<file path="config.mk">
export PLATFORM = sky130hd
export DESIGN_NAME = partial_scan_bank
export DESIGN_NICKNAME = d
export VERILOG_FILES = /design/src/rtl/psr_pkg.sv /design/src/rtl/psr_scan_cell.sv /design/src/rtl/psr_hold_cell.sv /design/src/rtl/partial_scan_bank.sv
export SDC_FILE = /design/constraint.sdc
export NUM_CORES = 1
export LEC_CHECK = 0
export BUFFER_PORTS_ARGS = -buffer_cell sky130_fd_sc_hd__buf_2
export CAP_MARGIN = 20
export CORE_AREA = 2 2 39 41
export DETAILED_ROUTE_END_ITERATION = 8
export DIE_AREA = 0 0 41 43
export PLACE_DENSITY = 0.7
export SETUP_SLACK_MARGIN = 0.2
export SLEW_MARGIN = 20
export SYNTH_ARGS = -nofsm -noshare
export SYNTH_HDL_FRONTEND = slang
export SYNTH_SLANG_ARGS = --single-unit
</file>
<file path="constraint.sdc">
create_clock -name clk -period 0.9 [get_ports clk]
set_input_delay 0.09 -clock clk [delete_from_list [all_inputs] [get_ports clk]]
set_output_delay 0.09 -clock clk [all_outputs]
set_load 0.01 [all_outputs]
</file>
<file path="src/rtl/psr_pkg.sv">
package psr_pkg;
  localparam int MAX_W = 64;

  function automatic int scan_count(input logic [MAX_W-1:0] m, input int w);
    int n = 0;
    for (int i = 0; i < w; i++) if (m[i]) n++;
    return n;
  endfunction

  function automatic int scan_first(input logic [MAX_W-1:0] m, input int w);
    int r = -1;
    for (int i = w - 1; i >= 0; i--) if (m[i]) r = i;
    return r;
  endfunction

  function automatic int scan_last(input logic [MAX_W-1:0] m, input int w);
    int r = -1;
    for (int i = 0; i < w; i++) if (m[i]) r = i;
    return r;
  endfunction

  // nearest masked index strictly below pos, -1 if none
  function automatic int scan_prev(input logic [MAX_W-1:0] m, input int pos);
    int r = -1;
    for (int i = 0; i < pos; i++) if (m[i]) r = i;
    return r;
  endfunction
endpackage

</file>
<file path="src/rtl/psr_scan_cell.sv">
module psr_scan_cell (
  input  logic clk,
  input  logic rst_n,
  input  logic en,
  input  logic capture,
  input  logic d,
  input  logic si,
  output logic q
);
  always_ff @(posedge clk or negedge rst_n) begin
    if (!rst_n)   q <= 1'b0;
    else if (en)  q <= capture ? d : si;
  end
endmodule

</file>
<file path="src/rtl/psr_hold_cell.sv">
module psr_hold_cell (
  input  logic clk,
  input  logic rst_n,
  input  logic en,
  input  logic d,
  output logic q
);
  always_ff @(posedge clk or negedge rst_n) begin
    if (!rst_n)  q <= 1'b0;
    else if (en) q <= d;
  end
endmodule

</file>
<file path="src/rtl/partial_scan_bank.sv">
module partial_scan_bank #(
  parameter int               WIDTH     = 8,
  parameter logic [WIDTH-1:0] SCAN_MASK = 8'b1011_0110
) (
  input  logic             clk,
  input  logic             rst_n,
  input  logic             test_ctl,
  input  logic             scan_en,
  input  logic             core_en,
  input  logic [WIDTH-1:0] func_d,
  input  logic             scan_in,
  output logic [WIDTH-1:0] state_q,
  output logic             scan_out
);
  localparam int NSCAN = psr_pkg::scan_count(64'(SCAN_MASK), WIDTH);

  // link[i] is the serial value seen by bit i: scan_in or the nearest lower scan cell
  logic [WIDTH:0] link;
  assign link[0] = scan_in;

  for (genvar i = 0; i < WIDTH; i++) begin : g_bit
    if (SCAN_MASK[i]) begin : g_scan
      psr_scan_cell u_cell (
        .clk     (clk),
        .rst_n   (rst_n),
        .en      (scan_en),
        .capture (test_ctl),
        .d       (func_d[i]),
        .si      (link[i]),
        .q       (state_q[i])
      );
      assign link[i+1] = state_q[i];
    end else begin : g_plain
      psr_hold_cell u_cell (
        .clk   (clk),
        .rst_n (rst_n),
        .en    (core_en),
        .d     (func_d[i]),
        .q     (state_q[i])
      );
      assign link[i+1] = link[i];
    end
  end

  if (NSCAN > 0) begin : g_out
    assign scan_out = link[WIDTH];
  end else begin : g_noout
    assign scan_out = 1'b0;
  end
endmodule

</file>
======== Word-level counts from Yosys, hierarchy flattened ========
Index checks and enable logic that the tools add are counted.
storage, ports and cells
  output and inout bits ................... 9
  register bits after elaboration ......... 8
  word-level logic and storage cells ...... 13
cells by class
  multiplexer cells ....................... 5
operators with widths
  kind     count
  $mux W1  5

======== Depth between registers and ports, before layout ========
Gate-level depths: netlist of the first run.
  depth after elaboration ................. 1
  depth in mapped cells ................... 3
  gate-level depth less buffers ........... 2

======== Cells and area by module ========
A second synthesis of the first run with hierarchy kept.
second synthesis, totals
  cells, all modules ...................... 27
  area total of the unflattened synthesis .. 346.6 µm²
modules (own cells, without submodules)
  module             area an instance (µm²)  sequential area each (µm²)  cells an instance  instances
  psr_scan_cell      43.8                    25.0                        4                  5
  psr_hold_cell      40.0                    25.0                        2                  3
  partial_scan_bank  7.5                     0.0                         1                  1

======== Worst setup path before layout of the first run ========
OpenSTA, ideal clock, no wires.
  kind .................................... flip-flop to flip-flop
  from .................................... register g_bit[0].g_plain.u_cell.q (netlist name)
  to ...................................... register g_bit[0].g_plain.u_cell.q
  library setup time ...................... 125 ps
  buffers on the path ..................... 0
  data arrival time ....................... 593 ps
  stages on the path, launching flop included .. 2
  setup slack ............................. 182 ps
  clock period less this slack ............ 718 ps
  required time ........................... 775 ps
  path through ............................ dfrtp_1 mux2_2
RTL lines
  element               line                 source
  end signal, assigned  psr_hold_cell.sv:9   if (!rst_n) q <= 1'b0;
  end signal, assigned  psr_hold_cell.sv:10  else if (en) q <= d;
  end, declared         psr_hold_cell.sv:6   output logic q

======== Worst setup path in the final report of the first run ========
  from .................................... register g_bit[5].g_scan.u_cell.q
  to ...................................... output port state_q[5]
RTL lines
  element                 line                     source
  start, declared         psr_scan_cell.sv:8       output logic q
  start signal, assigned  psr_scan_cell.sv:12      else if (en) q <= capture ? d : si;
  end, declared           partial_scan_bank.sv:12  output logic [WIDTH-1:0] state_q,
No word-level cell between the ends.

==> results.py, run 1 <==
metrics = {
    "pwr": {
        "p_sw_uw": 241,
        "p_total_uw": 930,
        "switching_share_pct": 25.9,
        "vdd_drop_max_v": 0.000646,
        "power_frac_comb_pct": 25.7,
        "p_int_uw": 689,
        "pwr_density_cell_nw_per_um2": 1680,
        "p_leak_nw": 0.287,
        "pwr-share-seq_pct": 45.9,
        "pwr-share-clk_pct": 28.4,
    },
    "sta": {
        "skew_ps": 7.14,
        "fin_ws_ps": 31.8,
        "hold-worst-slack_ps": 70.9,
        "fmax_ghz": 1.15,
        "worst_pin_slew_ps": 172,
        "relSlewSlack_pct": 88.2,
        "rsz0062_at_grt": "yes",
        "timing_hold_violations_final": 0,
        "final.setup.tns_ps": 0,
        "period_share_pct": 96.5,
        "finalCriticalPeriod_ps": 868,
        "slew_violations": 0,
        "setup_violations": 0,
    },
    "critical_path": {
        "endpoint_kind": "output port",
        "crit_fanout": 2,
        "crit_family": "flip-flops",
        "path_buf_inv": 1,
        "critPathKind": "reg -> out",
        "start_kind": "flip-flop",
        "arrival_ps": 780,
        "required_ps": 810,
        "path_cells": "buf_2",
        "crit_slowest_cell": "dfrtp_1",
        "critPathMaxStageDelay_ps": 390,
    },
    "placement": {
        "io_buffers": 22,
        "gp_congestion": 0.543,
        "placed_cell_area_um2": 458,
        "pre_cts_slack_ps": 170,
    },
    "synth": {
        "yosysSeqAreaShare_pct": 49.5,
        "synthFlopType": "dfrtp_1",
        "syn-cell-area_um2": 404,
        "synthDistinctLibCells": 8,
        "ys_warn_count": 0,
        "synth_seq_cells": 8,
        "syn_inst": 36,
        "async_flop_share_pct": 100,
        "synth.area.top_cells": "dfrtp_1, buf_4, mux2i_1",
        "syn-num-nets": 50,
        "syn_area_per_cell_um2": 11.2,
        "synth-edff-count": 0,
        "synth_top_area_share_pct": 49.5,
        "yosysTopAreaCell": "dfrtp_1",
        "synth_top_cells_by_count": "buf_4, dfrtp_1, a21oi_1, mux2i_1, nor2_1",
    },
    "die": {
        "die_h_um": 43,
        "fp.dieW_um": 41,
        "rows": 14,
        "initial_utilization_pct": 29.2,
        "dieArea_um2": 1760,
        "io_pins": 23,
        "coreArea_um2": 1380,
    },
    "final_layout": {
        "synthToLayoutAreaGrowth_pct": 37.2,
        "fin_area_um2": 554,
        "final_nets": 72,
        "insertedDiodeCount": 0,
        "layout-drive-gt1-share_pct": 60.7,
    },
    "global_route": {
        "grt_remaining_overflow": 0,
        "antenna_found_initial": 0,
        "grt_pass1_vias": 294,
        "grt_usage_pct": 9.12,
        "grt_max_degree": 11,
        "grt_pass1_wl_um": 1040,
    },
    "clocking": {
        "numClockSinks": 8,
        "cts_buffers": 3,
        "cts_buffer_depth": 2,
        "htreeDepth": 1,
        "worstSkewPairLatency_ps": 250,
        "cts_root_buf": "clkbuf_4",
        "clk_pin_slew_ps": 60,
        "cts_tree": "yes",
    },
    "routing": {
        "routed_via_density": 4.21,
        "drcViolationCount": 0,
        "first_pass_iters": 2,
        "drt_iter0_drc": 1,
        "route.vias.total": 303,
        "avgRoutedWirePerCell_um": 10.5,
        "wirelength_um": 756,
        "final_antenna_net_count": 0,
    },
    "outcome": {
        "status": "finished, final reports clean",
    },
    "min_path": {
        "hold_path.class": "in -> reg",
    },
    "run": {
        "timing.max_cap.violations": 0,
    },
}
[power by group through the flow]
stage | combinational (mW) | clock, mW | sequential (mW)
2_1_floorplan | 0.146 | 0 | 0.432
3_3_place_gp | 0.172 | 0 | 0.429
3_5_place_dp | 0.175 | 0 | 0.433
4_1_cts | 0.223 | 0.275 | 0.425
5_1_grt | 0.262 | 0.298 | 0.431
6_report | 0.239 | 0.264 | 0.426
[layout by cell type (no fill, tap or decap)]
| cell | synthesis | routed |
|---|---|---|
| clkbuf_4 | 0 | 3 |
| nor2_4 | 0 | 1 |
| a21oi_1 | 5 | 4 |
| dlygate4sd3_1 | 0 | 1 |
| mux2i_1 | 5 | 5 |
| nor2_1 | 5 | 4 |
| buf_2 | 0 | 22 |
| buf_6 | 1 | 3 |
| mux2_4 | 0 | 3 |
| dfrtp_1 | 8 | 8 |
| a21oi_2 | 0 | 1 |
| buf_4 | 8 | 1 |
[metal layers]
layer | GRT usage [%] | routed length [µm]
met5 | 0 | 0
met2 | 15.6 | 376
met4 | 6.00 | 0
met3 | 3.14 | 77
met1 | 8.28 | 302
[worst paths after layout]
kind                                            from                         to  slack [ps]  cells past startpoint
max                         g_bit[5].g_scan.u_cell.q                 state_q[5]          30                      1
min                                        func_d[0]  g_bit[0].g_plain.u_cell.q          70                      2
max reg2reg                 g_bit[1].g_scan.u_cell.q   g_bit[2].g_scan.u_cell.q          60                      3
min reg2reg                g_bit[3].g_plain.u_cell.q  g_bit[3].g_plain.u_cell.q         510                      1
max in group asynchronous                      rst_n   g_bit[4].g_scan.u_cell.q         520                      2
min in group asynchronous                      rst_n  g_bit[0].g_plain.u_cell.q         210                      2
[final cells by class]
cell class                 count  area, µm²
fill                         146        830
sequential                     8        200
timing repair buffer          27        161
multi-input combinational     18        150
clock buffer                   3       22.5
tap                           16       20.0
[state kept, by name, indices dropped and copies added, names as in the netlist]
register                count
g_bit.g_plain.u_cell.q      3
g_bit.g_scan.u_cell.q       5
[through the flow]
| stage | util (%) | std cells |
|---|---|---|
| after floorplan | - | 36 |
| after global placement | 33.1 | 64 |
| after detailed placement | 33.1 | 64 |
| after CTS | 38.4 | 72 |
| after global routing | 40.1 | 72 |
| final | 40.1 | 72 |
[timing repair]
| action | 4_1_cts | 5_1_grt |
|---|---|---|
| gates resized for setup | 3 | 6 |
| pin swaps | 4 | 2 |
| endpoints found under the setup margin | 16 | 17 |
| buffers inserted | 4 | 0 |
| hold buffers | 1 | 0 |
| endpoints found under the hold margin | 8 | 0 |
[logic make-up (layout without fill, tap and decap cells)]
group,count (synthesis),in the layout,share of synthesized area [%]
buffers and inverters,10,30,18.9
muxes,8,8,20.7
DFF,8,8,49.5
AOI/OAI and AO/OA,5,5,6.19
and+or+nand+nor,5,5,4.64
Note: power is estimated with default switching activity, not from simulation.
==> run 2: changes to the inputs <==
--- a/config.mk
+++ b/config.mk
@@ -5,12 +5,13 @@
 export SDC_FILE = /design/constraint.sdc
 export NUM_CORES = 1
 export LEC_CHECK = 0
+export ABC_AREA = 1
 export BUFFER_PORTS_ARGS = -buffer_cell sky130_fd_sc_hd__buf_2
 export CAP_MARGIN = 20
 export CORE_AREA = 2 2 39 41
 export DETAILED_ROUTE_END_ITERATION = 8
 export DIE_AREA = 0 0 41 43
-export PLACE_DENSITY = 0.7
+export PLACE_DENSITY = 0.73
 export SETUP_SLACK_MARGIN = 0.2
 export SLEW_MARGIN = 20
 export SYNTH_ARGS = -nofsm -noshare
==> results.py, run 2 <==
metrics = {
    "outcome": {
        "status": "finished, final reports clean",
    },
    "placement": {
        "io_buffers": 22,
        "gp_congestion": 0.738,
        "dp_hpwl_um": 679,
    },
    "final_layout": {
        "insertedDiodeCount": 0,
        "reg_top3": "g_bit.g_scan.u_cell.q x5, g_bit.g_plain.u_cell.q x3",
        "layout-drive-gt1-share_pct": 44.8,
        "layout_commonest_cell": "nand2_1",
        "largest_reg_flops": 5,
        "final_nets": 103,
        "mostFrequentLayoutCells": "nand2_1, buf_2, inv_1",
        "synthToLayoutAreaGrowth_pct": 42.4,
        "top_register": "g_bit.g_scan.u_cell.q",
    },
    "sta": {
        "relSlewSlack_pct": 87.8,
        "slew_violations": 0,
        "timing_hold_violations_final": 0,
        "skew_ps": 4.87,
        "finalCriticalPeriod_ps": 864,
        "worst_pin_slew_ps": 183,
        "setup_violations": 0,
        "final.setup.tns_ps": 0,
        "fmax_ghz": 1.16,
        "rsz0062_at_grt": "yes",
        "period_share_pct": 96.0,
        "hold-worst-slack_ps": 54.0,
    },
    "critical_path": {
        "path_cells": "buf_2",
        "arrival_ps": 770,
        "crit_slowest_cell": "dfrtp_1",
        "endpoint_kind": "output port",
        "crit_fanout": 2,
        "reg2reg_depth": 5,
        "reg2reg_setup_slack_ps": 70,
        "path_buf_inv": 1,
        "crit_family": "flip-flops",
        "cp.depth": 1,
        "critPathKind": "reg -> out",
        "cp-endpoint": "state_q[1]",
        "r2r_end": "g_bit[2].g_scan.u_cell.q",
        "required_ps": 810,
        "critPathMaxStageDelay_ps": 390,
        "crit_path_start": "g_bit[1].g_scan.u_cell.q",
        "rr_startpoint": "g_bit[1].g_scan.u_cell.q",
        "start_kind": "flip-flop",
    },
    "global_route": {
        "grt_max_degree": 9,
        "grt_remaining_overflow": 0,
        "grt_pass1_wl_um": 1480,
        "met1_usage_pct": 12.2,
        "grt_pass1_vias": 402,
        "met3_usage_pct": 5.24,
        "grt_usage_pct": 12.4,
        "antenna_found_initial": 0,
        "grtUsageMet2_pct": 21.3,
        "busiest_layer": "met2",
    },
    "die": {
        "rows": 14,
        "initial_utilization_pct": 32.0,
        "coreArea_um2": 1380,
        "fp.dieW_um": 41,
        "die_h_um": 43,
        "io_pins": 23,
        "dieArea_um2": 1760,
    },
    "routing": {
        "routed_via_density": 4.14,
        "route.vias.total": 426,
        "avgRoutedWirePerCell_um": 8.69,
        "drt_iter0_drc": 2,
        "first_pass_iters": 2,
        "final_antenna_net_count": 0,
        "drcViolationCount": 0,
        "wirelength_um": 895,
    },
    "pwr": {
        "p_sw_uw": 261,
        "pwr-share-seq_pct": 44.0,
        "switching_share_pct": 27.2,
        "p_leak_nw": 0.393,
        "p_int_uw": 700,
        "pwr_density_cell_nw_per_um2": 1520,
        "vdd_drop_max_v": 0.000871,
        "pwr-share-clk_pct": 27.2,
        "power_frac_comb_pct": 28.7,
    },
    "synth": {
        "synth_top_cells_by_count": "nand2_1, inv_1, buf_4, dfrtp_1, nand3_1",
        "syn_area_per_cell_um2": 7.14,
        "synth.area.top_cells": "dfrtp_1, nand2_1, buf_4",
        "yosysTopAreaCell": "dfrtp_1",
        "synth_seq_cells": 8,
        "synthDistinctLibCells": 7,
        "synth-edff-count": 0,
        "syn_inst": 62,
        "synth_most_common_cell": "nand2_1",
        "synthFlopType": "dfrtp_1",
        "yosysSeqAreaShare_pct": 45.2,
        "syn-cell-area_um2": 443,
        "ys_warn_count": 0,
        "async_flop_share_pct": 100,
        "syn-num-nets": 76,
        "synth_top_area_share_pct": 45.2,
    },
    "clocking": {
        "cts_root_buf": "clkbuf_4",
        "cts_buffer_depth": 2,
        "cts_buffers": 3,
        "numClockSinks": 8,
        "clk_pin_slew_ps": 50,
        "htreeDepth": 1,
        "cts_tree": "yes",
        "worstSkewPairLatency_ps": 240,
    },
    "min_path": {
        "hold_path.class": "in -> reg",
    },
    "run": {
        "timing.max_cap.violations": 0,
    },
}
==> run 2: power groups by stage <==
stage,logic [mW],registers (mW),clock network [mW]
2_1_floorplan,0.139,0.428,0
3_3_place_gp,0.180,0.428,0
3_5_place_dp,0.185,0.430,0
4_1_cts,0.242,0.419,0.276
5_1_grt,0.309,0.428,0.301
6_report,0.276,0.423,0.262
==> run 2: final cells by class <==
class                   count  area (µm²)
clock buffers               3        22.5
well taps                  16        20.0
flip-flops and latches      8         200
multi-input cells          31         134
inverters                  15        56.3
repair buffers             30         198
fillers                   149         753
==> run 2: kinds of logic after synthesis <==
logic type | Yosys count | synth area share, %
simple gates | 28 | 25.1
buf+inv | 23 | 26.3
flops | 8 | 45.2
compound gates | 3 | 3.39
==> run 2: worst min path at each step <==
stage | cells past startpoint | to | start | slack, ps
6_report | 3 | g_bit[6].g_plain.u_cell.q | func_d[6] | 50
2_1_floorplan | 0 | g_bit[0].g_plain.u_cell.q | rst_n | -210
4_1_cts | 3 | g_bit[6].g_plain.u_cell.q | func_d[6] | 50
5_1_grt | 3 | g_bit[3].g_plain.u_cell.q | func_d[3] | 70
3_3_place_gp | 1 | g_bit[3].g_plain.u_cell.q | rst_n | -60
3_5_place_dp | 1 | g_bit[3].g_plain.u_cell.q | rst_n | -50
==> run 2: per-layer routing <==
metal  wire [µm]  vias up
li1            -      223
met1         386      196
met2         487        7
met3          20        0
met4           0        0
met5           0        -
==> run 2: repair_timing <==
item,4_1_cts,5_1_grt
hold buffers,1,0
setup endpoints to repair,12,14
setup buffers,5,2
gates resized for setup,4,9
pin swaps,2,5
endpoints found under the hold margin,8,0
==> run 2: through the flow <==
| step | util [%] | cell area [µm²] | cells | power, mW | setup WS [ps] |
|---|---|---|---|---|---|
| finish | 45.6 | 631 | 103 | 0.961 | 36.2 |
| global route | 45.6 | 631 | 103 | 1.04 | -8.62 |
| CTS | 42.7 | 591 | 101 | 0.937 | 26.2 |
| detailed placement | 37.1 | 513 | 92 | 0.615 | 173 |
| global placement | 37.1 | 513 | 92 | 0.608 | 192 |
| floorplan | - | 443 | 62 | 0.567 | 235 |
==> run 3: changes to the inputs <==
--- a/config.mk
+++ b/config.mk
@@ -8,10 +8,11 @@
 export ABC_AREA = 1
 export BUFFER_PORTS_ARGS = -buffer_cell sky130_fd_sc_hd__buf_2
 export CAP_MARGIN = 20
-export CORE_AREA = 2 2 39 41
+export CELL_PAD_IN_SITES_DETAIL_PLACEMENT = 1
+export CELL_PAD_IN_SITES_GLOBAL_PLACEMENT = 1
+export CORE_UTILIZATION = 28
 export DETAILED_ROUTE_END_ITERATION = 8
-export DIE_AREA = 0 0 41 43
-export PLACE_DENSITY = 0.73
+export PLACE_DENSITY = 0.85
 export SETUP_SLACK_MARGIN = 0.2
 export SLEW_MARGIN = 20
 export SYNTH_ARGS = -nofsm -noshare
==> results.py, run 3 (same netlist as run 2, synthesis figures left out) <==
metrics = {
    "final_layout": {
        "synthToLayoutAreaGrowth_pct": 43.5,
        "largest_reg_flops": 5,
        "mostFrequentLayoutCells": "buf_2, nand2_1, inv_1",
        "layout-drive-gt1-share_pct": 49.4,
        "top_register": "g_bit.g_scan.u_cell.q",
        "layout_commonest_cell": "buf_2",
        "insertedDiodeCount": 0,
        "reg_top3": "g_bit.g_scan.u_cell.q x5, g_bit.g_plain.u_cell.q x3",
        "final_nets": 103,
        "final_cells": 102,
        "n_fill_cell": 189,
    },
    "die": {
        "die_h_um": 41.8,
        "coreArea_um2": 1380,
        "fp.dieW_um": 41.8,
        "initial_utilization_pct": 32.0,
        "io_pins": 23,
        "rows": 13,
        "dieArea_um2": 1740,
    },
    "critical_path": {
        "rr_startpoint": "g_bit[7].g_scan.u_cell.q",
        "arrival_ps": 780,
        "reg2reg_depth": 4,
        "cp.depth": 1,
        "path_cells": "buf_2",
        "path_buf_inv": 1,
        "r2r_end": "g_bit[7].g_scan.u_cell.q",
        "crit_family": "flip-flops",
        "crit_slowest_cell": "dfrtp_1",
        "critPathMaxStageDelay_ps": 380,
        "critPathKind": "reg -> out",
        "crit_path_start": "g_bit[2].g_scan.u_cell.q",
        "endpoint_kind": "output port",
        "required_ps": 810,
        "cp-endpoint": "state_q[2]",
        "reg2reg_setup_slack_ps": 60,
        "start_kind": "flip-flop",
        "crit_fanout": 2,
    },
    "clocking": {
        "cts_buffer_depth": 2,
        "htreeDepth": 1,
        "cts_root_buf": "clkbuf_4",
        "numClockSinks": 8,
        "clk_pin_slew_ps": 60,
        "worstSkewPairLatency_ps": 250,
        "cts_buffers": 3,
        "cts_tree": "yes",
    },
    "placement": {
        "placed_cells": 91,
        "dp_hpwl_um": 758,
        "io_buffers": 22,
        "gp_congestion": 0.711,
        "pre_cts_slack_ps": 183,
    },
    "sta": {
        "final.setup.tns_ps": 0,
        "relSlewSlack_pct": 85.4,
        "worst_pin_slew_ps": 218,
        "hold-worst-slack_ps": 40.3,
        "fmax_ghz": 1.15,
        "timing_hold_violations_final": 0,
        "fin_ws_ps": 32.7,
        "period_share_pct": 96.4,
        "skew_ps": 7.81,
        "finalCriticalPeriod_ps": 867,
        "slew_violations": 0,
        "setup_violations": 0,
        "rsz0062_at_grt": "yes",
    },
    "pwr": {
        "vdd_drop_max_v": 0.000960,
        "pwr_density_cell_nw_per_um2": 1530,
        "p_leak_nw": 0.398,
    },
    "global_route": {
        "grt_usage_pct": 13.4,
        "antenna_found_initial": 0,
        "grt_pass1_vias": 400,
        "grt_remaining_overflow": 0,
        "grt_pass1_wl_um": 1700,
        "grt_max_degree": 9,
    },
    "routing": {
        "final_antenna_net_count": 0,
        "first_pass_iters": 2,
        "wirelength_um": 1010,
        "avgRoutedWirePerCell_um": 9.92,
        "route.vias.total": 429,
        "routed_via_density": 4.21,
        "drcViolationCount": 0,
        "drt_iter0_drc": 5,
    },
    "outcome": {
        "status": "finished, final reports clean",
    },
    "run": {
        "timing.max_cap.violations": 0,
    },
    "min_path": {
        "hold_path.class": "in -> reg",
    },
}
[run 3: power by group]
group          switching (mW)  internal (mW)
sequential             0.0220          0.399
clock                   0.118          0.152
combinational           0.136          0.144
[run 3: worst min path at each step]
stage | slack, ps | to | start | cells after the start
global placement | -60 | g_bit[3].g_plain.u_cell.q | rst_n | 1
finish | 40 | g_bit[3].g_plain.u_cell.q | func_d[3] | 3
CTS | 40 | g_bit[3].g_plain.u_cell.q | func_d[3] | 3
floorplan | -210 | g_bit[0].g_plain.u_cell.q | rst_n | 0
global route | 50 | g_bit[0].g_plain.u_cell.q | func_d[0] | 3
detailed placement | -60 | g_bit[3].g_plain.u_cell.q | rst_n | 1
[run 3: area by class of cell]
class | instances | area, µm² | share of cell area (%)
Multi-Input combinational cell | 31 | 150 | 23.6
Sequential cell | 8 | 200 | 31.5
Tap cell | 15 | 18.8 | 2.95
Inverter | 15 | 56.3 | 8.86
Clock buffer | 3 | 22.5 | 3.54
Timing Repair Buffer | 30 | 188 | 29.5
[run 3: per-layer routing]
layer,share of wire [%],global-route usage (%),vias to the layer above
li1,-,-,224
met1,45,16.3,195
met2,50,20.9,10
met3,4.6,6.52,0
met4,0,3.87,0
met5,0,0,-
[run 3: timing repair]
action,CTS,global route
buffers inserted,6,1
pin swaps,2,4
endpoints found under the setup margin,12,15
hold buffers,1,0
resized for setup,4,12
endpoints found under the hold margin,8,0
[run 3: through the flow]
stage                     instance area [µm²]  utilization (%)  total power [mW]
after floorplan                           443                -             0.567
after global placement                    512             37.0             0.611
after detailed placement                  512             37.0             0.617
after CTS                                 597             43.2             0.952
after global routing                      636             46.0              1.05
final                                     636             46.0             0.972
